==> src/rtl/sdram_pwr_pkg.sv <==
package sdram_pwr_pkg;
    typedef enum logic [1:0] {
        RK_ACTIVE  = 2'b00,
        RK_SELFREF = 2'b01,
        RK_DEEPPD  = 2'b10
    } rank_st_e;

    typedef enum logic [1:0] {
        OP_NONE = 2'b00,
        OP_SREF = 2'b01,
        OP_DPD  = 2'b10,
        OP_EXIT = 2'b11
    } cmd_op_e;

    typedef enum logic [1:0] {
        IC_RUN  = 2'b00,
        IC_PARK = 2'b01,
        IC_IDLE = 2'b10,
        IC_WAKE = 2'b11
    } idle_st_e;
endpackage

==> src/rtl/spm_rank_fsm.sv <==
module spm_rank_fsm
    import sdram_pwr_pkg::*;
(
    input  logic     clk,
    input  logic     rst_n,
    input  logic     cmd_hit,
    input  cmd_op_e  cmd_op,
    input  logic     park_req,
    input  logic     acc_req,
    input  logic     auto_exit_ok,
    output rank_st_e state,
    output logic     cke
);
    rank_st_e state_q, state_d;

    always_ff @(posedge clk or negedge rst_n) begin
        if (!rst_n) state_q <= RK_ACTIVE;
        else        state_q <= state_d;
    end

    always_comb begin
        state_d = state_q;
        unique case (state_q)
            RK_ACTIVE: begin
                if (cmd_hit && cmd_op == OP_SREF)     state_d = RK_SELFREF;
                else if (cmd_hit && cmd_op == OP_DPD) state_d = RK_DEEPPD;
                else if (park_req)                    state_d = RK_SELFREF;
            end
            RK_SELFREF: begin
                if (cmd_hit && cmd_op == OP_EXIT)     state_d = RK_ACTIVE;
                else if (cmd_hit && cmd_op == OP_DPD) state_d = RK_DEEPPD;
                else if (acc_req && auto_exit_ok)     state_d = RK_ACTIVE;
            end
            RK_DEEPPD: begin
                if (cmd_hit && cmd_op == OP_EXIT)     state_d = RK_ACTIVE;
            end
            default: state_d = RK_ACTIVE;
        endcase
    end

    always_comb begin
        state = state_q;
        cke   = (state_q == RK_ACTIVE);
    end
endmodule

==> src/rtl/spm_idle_ctl.sv <==
module spm_idle_ctl
    import sdram_pwr_pkg::*;
#(
    parameter int WAKE_CYCLES = 500
) (
    input  logic clk,
    input  logic rst_n,
    input  logic idle_req,
    input  logic cfg_idle_sr_en,
    input  logic cfg_mem_ddr,
    input  logic cfg_dll_track,
    input  logic cfg_wake_delay,
    input  logic dll_lock,
    input  logic all_low,
    output logic park_req,
    output logic clk_park,
    output logic idle_ack,
    output logic grant_hold,
    output logic auto_exit_ok
);
    localparam int CNT_W = $clog2(WAKE_CYCLES + 1);
    localparam logic [CNT_W-1:0] LAST = CNT_W'(WAKE_CYCLES - 1);

    idle_st_e         state_q, state_d;
    logic [CNT_W-1:0] cnt_q;
    logic             need_wait, wake_done;

    assign need_wait = cfg_mem_ddr && cfg_dll_track;
    assign wake_done = cfg_wake_delay ? (cnt_q == LAST) : dll_lock;

    always_ff @(posedge clk or negedge rst_n) begin
        if (!rst_n) begin
            state_q <= IC_RUN;
            cnt_q   <= '0;
        end else begin
            state_q <= state_d;
            cnt_q   <= (state_q == IC_WAKE) ? cnt_q + 1'b1 : '0;
        end
    end

    always_comb begin
        state_d = state_q;
        unique case (state_q)
            IC_RUN:  if (idle_req && cfg_idle_sr_en) state_d = IC_PARK;
            IC_PARK: if (all_low)                    state_d = IC_IDLE;
            IC_IDLE: if (!idle_req)                  state_d = need_wait ? IC_WAKE : IC_RUN;
            IC_WAKE: if (wake_done)                  state_d = IC_RUN;
            default: state_d = IC_RUN;
        endcase
    end

    always_comb begin
        park_req     = (state_q == IC_PARK);
        clk_park     = (state_q == IC_PARK) || (state_q == IC_IDLE);
        idle_ack     = (state_q == IC_IDLE);
        grant_hold   = (state_q != IC_RUN);
        auto_exit_ok = (state_q == IC_RUN) || (state_q == IC_WAKE);
    end
endmodule

==> src/rtl/sdram_pwr_mgr.sv <==
module sdram_pwr_mgr
    import sdram_pwr_pkg::*;
#(
    parameter int NUM_RANKS   = 2,
    parameter int WAKE_CYCLES = 500
) (
    input  logic                         clk,
    input  logic                         rst_n,
    input  logic                         cfg_idle_sr_en,
    input  logic                         cfg_wake_delay,
    input  logic                         cfg_mem_ddr,
    input  logic                         cfg_dll_track,
    input  logic                         cfg_clk_off_en,
    input  logic                         cmd_valid,
    input  logic [$clog2(NUM_RANKS)-1:0] cmd_rank,
    input  logic [1:0]                   cmd_op,
    input  logic                         idle_req,
    output logic                         idle_ack,
    input  logic [NUM_RANKS-1:0]         acc_req,
    output logic [NUM_RANKS-1:0]         acc_grant,
    input  logic                         dll_lock,
    output logic [NUM_RANKS-1:0]         cke,
    output logic                         ext_clk_en,
    output logic [2*NUM_RANKS-1:0]       rank_state
);
    localparam int RW = $clog2(NUM_RANKS);

    logic park_req, clk_park, grant_hold, auto_exit_ok, all_low;

    assign all_low = ~|cke;

    spm_idle_ctl #(.WAKE_CYCLES(WAKE_CYCLES)) idle_i (
        .clk            (clk),
        .rst_n          (rst_n),
        .idle_req       (idle_req),
        .cfg_idle_sr_en (cfg_idle_sr_en),
        .cfg_mem_ddr    (cfg_mem_ddr),
        .cfg_dll_track  (cfg_dll_track),
        .cfg_wake_delay (cfg_wake_delay),
        .dll_lock       (dll_lock),
        .all_low        (all_low),
        .park_req       (park_req),
        .clk_park       (clk_park),
        .idle_ack       (idle_ack),
        .grant_hold     (grant_hold),
        .auto_exit_ok   (auto_exit_ok)
    );

    for (genvar r = 0; r < NUM_RANKS; r++) begin : g_rank
        rank_st_e st;
        spm_rank_fsm rank_i (
            .clk          (clk),
            .rst_n        (rst_n),
            .cmd_hit      (cmd_valid && (cmd_rank == RW'(r))),
            .cmd_op       (cmd_op_e'(cmd_op)),
            .park_req     (park_req),
            .acc_req      (acc_req[r]),
            .auto_exit_ok (auto_exit_ok),
            .state        (st),
            .cke          (cke[r])
        );
        assign rank_state[2*r +: 2] = st;
        assign acc_grant[r] = acc_req[r] && cke[r] && !grant_hold;
    end

    assign ext_clk_en = !(all_low && (cfg_clk_off_en || clk_park));
endmodule

==> config.mk <==
export PLATFORM = sky130hd
export DESIGN_NAME = sdram_pwr_mgr
export DESIGN_NICKNAME = d
export VERILOG_FILES = /design/src/rtl/sdram_pwr_pkg.sv /design/src/rtl/spm_rank_fsm.sv /design/src/rtl/spm_idle_ctl.sv /design/src/rtl/sdram_pwr_mgr.sv
export SDC_FILE = /design/constraint.sdc
export NUM_CORES = 1
export LEC_CHECK = 0
export ABC_AREA = 1
export CORE_ASPECT_RATIO = 0.7
export CORE_MARGIN = 10
export CORE_UTILIZATION = 40
export DETAILED_ROUTE_END_ITERATION = 8
export PLACE_DENSITY = 0.68
export SYNTH_ARGS = -nofsm -noshare
export SYNTH_HDL_FRONTEND = slang
export SYNTH_HIERARCHICAL = 1
export SYNTH_SLANG_ARGS = --single-unit
==> constraint.sdc <==
create_clock -name clk -period 3.3 [get_ports clk]
set_input_delay 0.66 -clock clk [delete_from_list [all_inputs] [get_ports clk]]
set_output_delay 0.66 -clock clk [all_outputs]
set_load 0.005 [all_outputs]
==> results of run 1 <==
-- how the worst min path moves through the flow --
stage,slack [ns],start,end,cells past startpoint
after global routing,0.53,idle_i/cnt_q[7],idle_i/cnt_q[7],2
after CTS,0.50,idle_i/cnt_q[0],idle_i/cnt_q[0],1
after detailed placement,0.49,idle_i/cnt_q[7],idle_i/cnt_q[7],2
after floorplan,0.36,rst_n,g_rank[0].rank_i/state[0],0
after global placement,0.48,idle_i/cnt_q[7],idle_i/cnt_q[7],2
final,0.50,idle_i/cnt_q[7],idle_i/cnt_q[7],2
-- critical path, delay by kind of cell --
kind | cells | cell delay (ns)
buf+inv | 2 | 0.99
simple gates | 2 | 0.14
-- metal layers --
layer  track usage  routed length, microns  vias to the layer above
met5             0                       0                        -
met4       0.02290                       0                        0
met3       0.03779                     121                        0
met2        0.1600                    1043                       20
met1        0.1227                    1089                      413
li1              -                       -                      485
-- cells by family (layout without fill, tap and decap cells) --
family                   after synthesis  after routing  synth area share
buffers and inverters                 27             55            0.1045
AO/OA/AOI/OAI                         12             12           0.06581
adder cells (fa/ha/maj)                5              5           0.06452
flip-flops                            15             15            0.3871
AND/OR/NAND/NOR                       80             80            0.3781
-- stage by stage --
stage	setup slack, ns	hold slack (ns)
after floorplan	1.753	0.3644
after global placement	0.8699	0.4820
after detailed placement	0.8530	0.4873
after CTS	0.8483	0.5031
after global routing	0.7721	0.5303
final	0.8578	0.5000
-- cell usage after synthesis, drive strengths merged --
cell type  number  area share
dfrtp          15        0.39
nand4           3       0.019
nand3          12       0.062
nor3            2       0.010
a21oi           8       0.045
and3            1      0.0077
o21ai           4       0.021
inv            25       0.097
nor2           22        0.12
nand2          40        0.16
clkinv          2      0.0077
ha              5       0.065
-- power by group through the flow --
stage | sequential, uW | clock (uW) | combinational [uW]
4_1_cts | 248 | 105 | 386
2_1_floorplan | 246 | 0 | 215
3_3_place_gp | 251 | 0 | 378
3_5_place_dp | 252 | 0 | 382
6_report | 248 | 102 | 381
5_1_grt | 255 | 116 | 432
-- layout make-up --
class                   count  area, sq um  share of cell area
repair buffers             24        240.2              0.1882
multi-input cells          97        493.0              0.3863
flip-flops and latches     15        375.4              0.2941
well taps                  32        40.04             0.03137
clock buffers               4        26.28             0.02059
inverters                  27        101.3             0.07941
-- sequential cells by signal, summed over array words and instances (netlist names) --
name and cells:
g_rank.rank_i/state 4, idle_i/cnt_q 9, idle_i/state_q 2
==> summary.txt, run 1 <==
Clock network
  • Clock tree root driver cell: sky130_fd_sc_hd__clkbuf_4
  • Post-CTS repair timing setup buffer count: 0
  • Number of buffers on the longest clock path: 2
  • Latest clock arrival within the worst-skew pair: 0.28 ns
  • Total clock buffers created by CTS: 3
  • Clock tree from TritonCTS: done
  • CTS HTree Levels: 1
  • Sink count of the clock tree: 15
  • Clock edge transition at the registers on the reported setup and hold paths: 0.08 ns
  • Resize count post-CTS: 0
  • Quantity of hold-fixing buffers added after cts: 0

Placement
  • Count of buffers from port buffering: 24
  • GP Congestion: 0.7795
  • Total placed instance area: 0.001250 sq mm
  • Cell Count Post-Placement: 195
  • Dpl hpwl: 1.863 mm

Layout
  • Area growth from synthesis to layout: 31.61%
  • Final design utilization: 0.5737
  • Fraction of final layout cells sized beyond drive strength 1: 0.08982
  • Highest-count cells in the layout ignoring fill and taps: 37 x sky130_fd_sc_hd__nand2_1, 24 x sky130_fd_sc_hd__inv_1, 24 x sky130_fd_sc_hd__clkdlybuf4s50_1
  • Post-layout instance count excluding filler cells: 199
  • Number of antenna repair diodes: 0
  • Fill count: 237
  • # nets final: 188
  • Fin area: 0.001276 sq mm
  • Most common cell after layout, fill and taps aside: sky130_fd_sc_hd__nand2_1

Drt
  • Number of detailed-route iterations in the first pass: 4
  • Avg Vias per Cell: 4.613
  • First-iteration detailed-routing DRC count: 34
  • Total length of routed wires: 2.254 mm
  • Number of antenna-violating nets in the routed design: 0
  • Routed wire per std cell: 11.33 microns
  • Total via count in the routed design: 918
  • Number of remaining DRC errors: 0

Job
  • Number of maximum-capacitance violations: 0

Die
  • Width of the die: 78.85 microns
  • I/O pin count: 25
  • Standard-cell row count: 14
  • Initial cell density of the core: 0.4359
  • Area of the core: 0.002225 sq mm
  • Die Ht: 61.20 microns
  • Floorplan die area: 0.004825 sq mm

Run status
  • Status: finished clean

Power
  • Combinational cell fraction of total power: 0.521
  • Net Sw Frac: 0.3955
  • Power per Cell Area: 572.3 mW/mm^2
  • Clk network pwr share: 0.140
  • Sequential Power Share: 0.339
  • Lkg Pwr: 0.0006264 uW
  • Internal power of the cells: 441.5 uW
  • Switching pwr: 288.9 uW
  • Worst IR Drop VDD: 0.2940 mV
  • Pwr Total: 730.4 uW

Global route
  • Number of global-route vias before repair: 859
  • Pin count of the biggest net entering global routing: 16
  • Wire length of the first global-routing pass: 3.843 mm
  • Total routing resource utilization after global routing: 0.09861
  • Number of antenna violations at the first check in global routing: 0
  • Residual overflow from global routing: 0

Critical path
  • Kind of critical path: in -> out
  • Destination of the critical timing path: acc_grant[1]
  • Startpoint types: primary input
  • Cells along the critical path: clkdlybuf4s50_1 > nand2_1 > nor2_1 > clkdlybuf4s50_1
  • CP max stage cell: sky130_fd_sc_hd__clkdlybuf4s50_1
  • Nature of the critical path endpoint: primary output
  • Maximum fanout along the worst path: 2
  • Delay of the slowest critical-path stage: 0.51 ns
  • Length in cells of the worst reg-to-reg path: 8
  • Reg2Reg Capture Point: idle_i/state_q[0]
  • Arrival time worst endpoint: 1.78 ns
  • Worst reg-to-reg setup slack: 1.91 ns
  • Critical Path Start: acc_req[1]
  • Cell mode on critical path: sky130_fd_sc_hd__clkdlybuf4s50_1
  • Data required time of the critical path: 2.64 ns
  • Critical register-to-register path startpoint: idle_i/state_q[0]

Timing
  • Fin Setup TNS: 0 ns
  • Highest clock frequency the design can meet: 409.5 MHz
  • Count of endpoints failing hold in the final timing report: 0
  • Relative slew slack: 0.5626
  • Setup-failing EPs final: 0
  • Shortest clock period the worst path allows after layout: 2.442 ns
  • Unrepaired setup endpoints after global routing: false
  • Slew @ Worst Pin: 0.6541 ns
  • Skew final: 0.005258 ns
  • Final slew viol count: 0
  • Final clock period utilization by the worst path: 0.7401

Logic synthesis
  • Total of flip-flops plus latches after synthesis: 15
  • Part of the Yosys area used for sequential elements: 0.3871
  • Net Count, Synth: 159
  • Avg Cell Area, Syn: 6.976 sq um
  • Library cells used by synthesis: 17
  • Summed instance area of the synthesized netlist: 969.7 sq um
  • Total of warnings raised by yosys: 6
  • Number of cells produced by synthesis: 139

Min path
  • Min-delay worst type: reg -> reg
Power figures use the tool's default switching activity.
==> run 2: changes to the inputs <==
- PLACE_DENSITY: 0.68 -> 0.7
- clock period: 3.3 -> 2 ns (I/O delays scaled with it)
==> summary.txt, run 2 (synthesis gave the netlist of run 1 again) <==
Critical path
  • Length in cells of the worst reg-to-reg path: 8 (unchanged)
  • Cells along the critical path: inv_1 > nand2_1 > inv_1 > clkdlybuf4s50_1
  • Worst reg-to-reg setup slack: 0.59 ns (-1.32 ns)
  • Nature of the critical path endpoint: primary output
  • Reg2Reg Capture Point: idle_i/state_q[0]
  • Destination of the critical timing path: cke[0]
  • Arrival time worst endpoint: 1.50 ns (-0.28 ns)
  • Maximum fanout along the worst path: 3 (+1)
  • Delay of the slowest critical-path stage: 0.52 ns (about the same)
  • Kind of critical path: reg -> out
  • Data required time of the critical path: 1.60 ns (-1.04 ns)
  • Startpoint types: flop
  • CP max stage cell: sky130_fd_sc_hd__clkdlybuf4s50_1
  • Cell mode on critical path: sky130_fd_sc_hd__inv_1
  • Critical Path Start: g_rank[0].rank_i/state[1]
  • Critical register-to-register path startpoint: idle_i/state_q[0]

Layout
  • Combined area of the multi-input logic cells: 493.0 sq um (unchanged)
  • Fin area: 0.001295 sq mm (+1.5%)
  • Area growth from synthesis to layout: 33.55%
  • Area used by sequential logic in the layout: 375.4 sq um (unchanged)
  • Number of antenna repair diodes: 0 (unchanged)
  • # nets final: 191 (+1.6%)
  • Post-layout instance count excluding filler cells: 202 (+1.5%)
  • Fill count: 237 (unchanged)
  • Highest-count cells in the layout ignoring fill and taps: 37 x sky130_fd_sc_hd__nand2_1, 22 x sky130_fd_sc_hd__inv_1, 21 x sky130_fd_sc_hd__clkdlybuf4s50_1
  • Fraction of final layout cells sized beyond drive strength 1: 0.1176 (+0.02783)
  • Max FFs per register: 9 (unchanged)
  • Largest Register: idle_i/cnt_q
  • Most common cell after layout, fill and taps aside: sky130_fd_sc_hd__nand2_1

Timing
  • Count of endpoints failing hold in the final timing report: 0 (unchanged)
  • Final slew viol count: 0 (unchanged)
  • Shortest clock period the worst path allows after layout: 1.900 ns
  • Unrepaired setup endpoints after global routing: false
  • Relative slew slack: 0.8383 (+0.2758)
  • Slew @ Worst Pin: 0.2418 ns (-0.4123 ns)
  • Final clock period utilization by the worst path: 0.9500
  • Fin Setup TNS: 0 ns (unchanged)
  • Worst hold-check slack: 0.4308 ns (-0.06923 ns)
  • Setup-failing EPs final: 0 (unchanged)
  • Highest clock frequency the design can meet: 526.3 MHz
  • Skew final: 0.003946 ns (-0.001312 ns)

Drt
  • Routed wire per std cell: 11.11 microns (-1.9%)
  • Number of remaining DRC errors: 0 (unchanged)
  • Total via count in the routed design: 929 (+1.2%)
  • First-iteration detailed-routing DRC count: 30 (-12%)
  • Number of antenna-violating nets in the routed design: 0 (unchanged)
  • Total length of routed wires: 2.245 mm (-0.40%)
  • Number of detailed-route iterations in the first pass: 4 (unchanged)
  • Avg Vias per Cell: 4.599 (-0.30%)

Global route
  • Pin count of the biggest net entering global routing: 16 (unchanged)
  • Number of global-route vias before repair: 881 (+2.6%)
  • Total routing resource utilization after global routing: 0.1015 (+0.002876)
  • Number of antenna violations at the first check in global routing: 0 (unchanged)
  • Residual overflow from global routing: 0 (unchanged)
  • Wire length of the first global-routing pass: 3.933 mm (+2.3%)

Die
  • Standard-cell row count: 14 (unchanged)
  • I/O pin count: 25 (unchanged)
  • Die Ht: 61.20 microns (unchanged)
  • Initial cell density of the core: 0.4359 (unchanged)
  • Area of the core: 0.002225 sq mm (unchanged)
  • Floorplan die area: 0.004825 sq mm (unchanged)
  • Width of the die: 78.85 microns (unchanged)

Placement
  • Cell Count Post-Placement: 197 (+1.0%)
  • Dpl hpwl: 1.884 mm (+1.1%)
  • Total placed instance area: 0.001265 sq mm (+1.2%)
  • GP Congestion: 0.7484 (-4.0%)
  • Count of buffers from port buffering: 24 (unchanged)

Clock network
  • Clock tree root driver cell: sky130_fd_sc_hd__clkbuf_4
  • Sink count of the clock tree: 15 (unchanged)
  • Clock edge transition at the registers on the reported setup and hold paths: 0.08 ns (about the same)
  • Clock tree from TritonCTS: done
  • Total clock buffers created by CTS: 3 (unchanged)
  • CTS HTree Levels: 1 (unchanged)
  • Number of buffers on the longest clock path: 2 (unchanged)
  • Quantity of hold-fixing buffers added after cts: 0 (unchanged)
  • Latest clock arrival within the worst-skew pair: 0.28 ns (about the same)

Job
  • Number of maximum-capacitance violations: 0 (unchanged)

Min path
  • Min-delay worst type: in -> async

Run status
  • Status: finished clean

Power
  • Power per Cell Area: 943.8 mW/mm^2 (+65%)
  • Lkg Pwr: 0.0006465 uW (+3.2%)
  • Worst IR Drop VDD: 0.5563 mV (+89%)
run 2: cell types whose count changed in the layout (fill, tap and decap cells not counted), sizes merged:
cell           delta
dlygate4sd2       +3
clkdlybuf4s50     -3
buf               +3
run 2: metrics by stage:
stage               power (uW)    util  setup WS [ns]
finish                    1222  0.5821        0.09993
global route              1356  0.5821       0.007177
CTS                       1239  0.5821        0.07671
detailed placement        1067  0.5686        0.03205
global placement          1051  0.5686        0.08486
floorplan                760.5       -         0.7133
run 2: how the worst min path moves through the flow:
stage | cells past startpoint | slack [ns] | end
after floorplan | 0 | 0.10 | g_rank[0].rank_i/state[0]
after global placement | 2 | 0.48 | idle_i/cnt_q[7]
after detailed placement | 2 | 0.49 | idle_i/cnt_q[7]
after CTS | 2 | 0.43 | g_rank[0].rank_i/state[1]
after global routing | 2 | 0.43 | g_rank[0].rank_i/state[0]
final | 2 | 0.43 | g_rank[0].rank_i/state[1]
run 2: timing repair:
action / in CTS / in global routing
resized for setup: 4 / 1
buffers inserted: 1 / 0
setup endpoints to repair: 3 / 1
pin swaps: 0 / 0
run 2: metal layers:
metal,up-vias,share of wire,track usage
met5,-,0,0
met1,405,0.47,0.1213
met2,27,0.47,0.1741
li1,497,-,-
met4,0,0,0.02290
met3,0,0.066,0.03634
run 2: critical path: cells and delay by family, from the launching register on:
family | cells | cell delay (ns)
buffers and inverters | 3 | 0.74
and+or+nand+nor | 1 | 0.08
DFF | 1 | 0.40
run 2: layout make-up:
type                       count  share of cell area
multi-input combinational     97              0.3807
sequential                    15              0.2899
timing repair buffer          27              0.2000
inverter                      27             0.07826
tap                           32             0.03092
clock buffer                   4             0.02029
run 2: report_power, final:
group / internal [uW] / switching (uW) / total, uW
registers: 357 / 41.7 / 399
clock network: 77.4 / 86.3 / 164
logic: 304 / 355 / 660
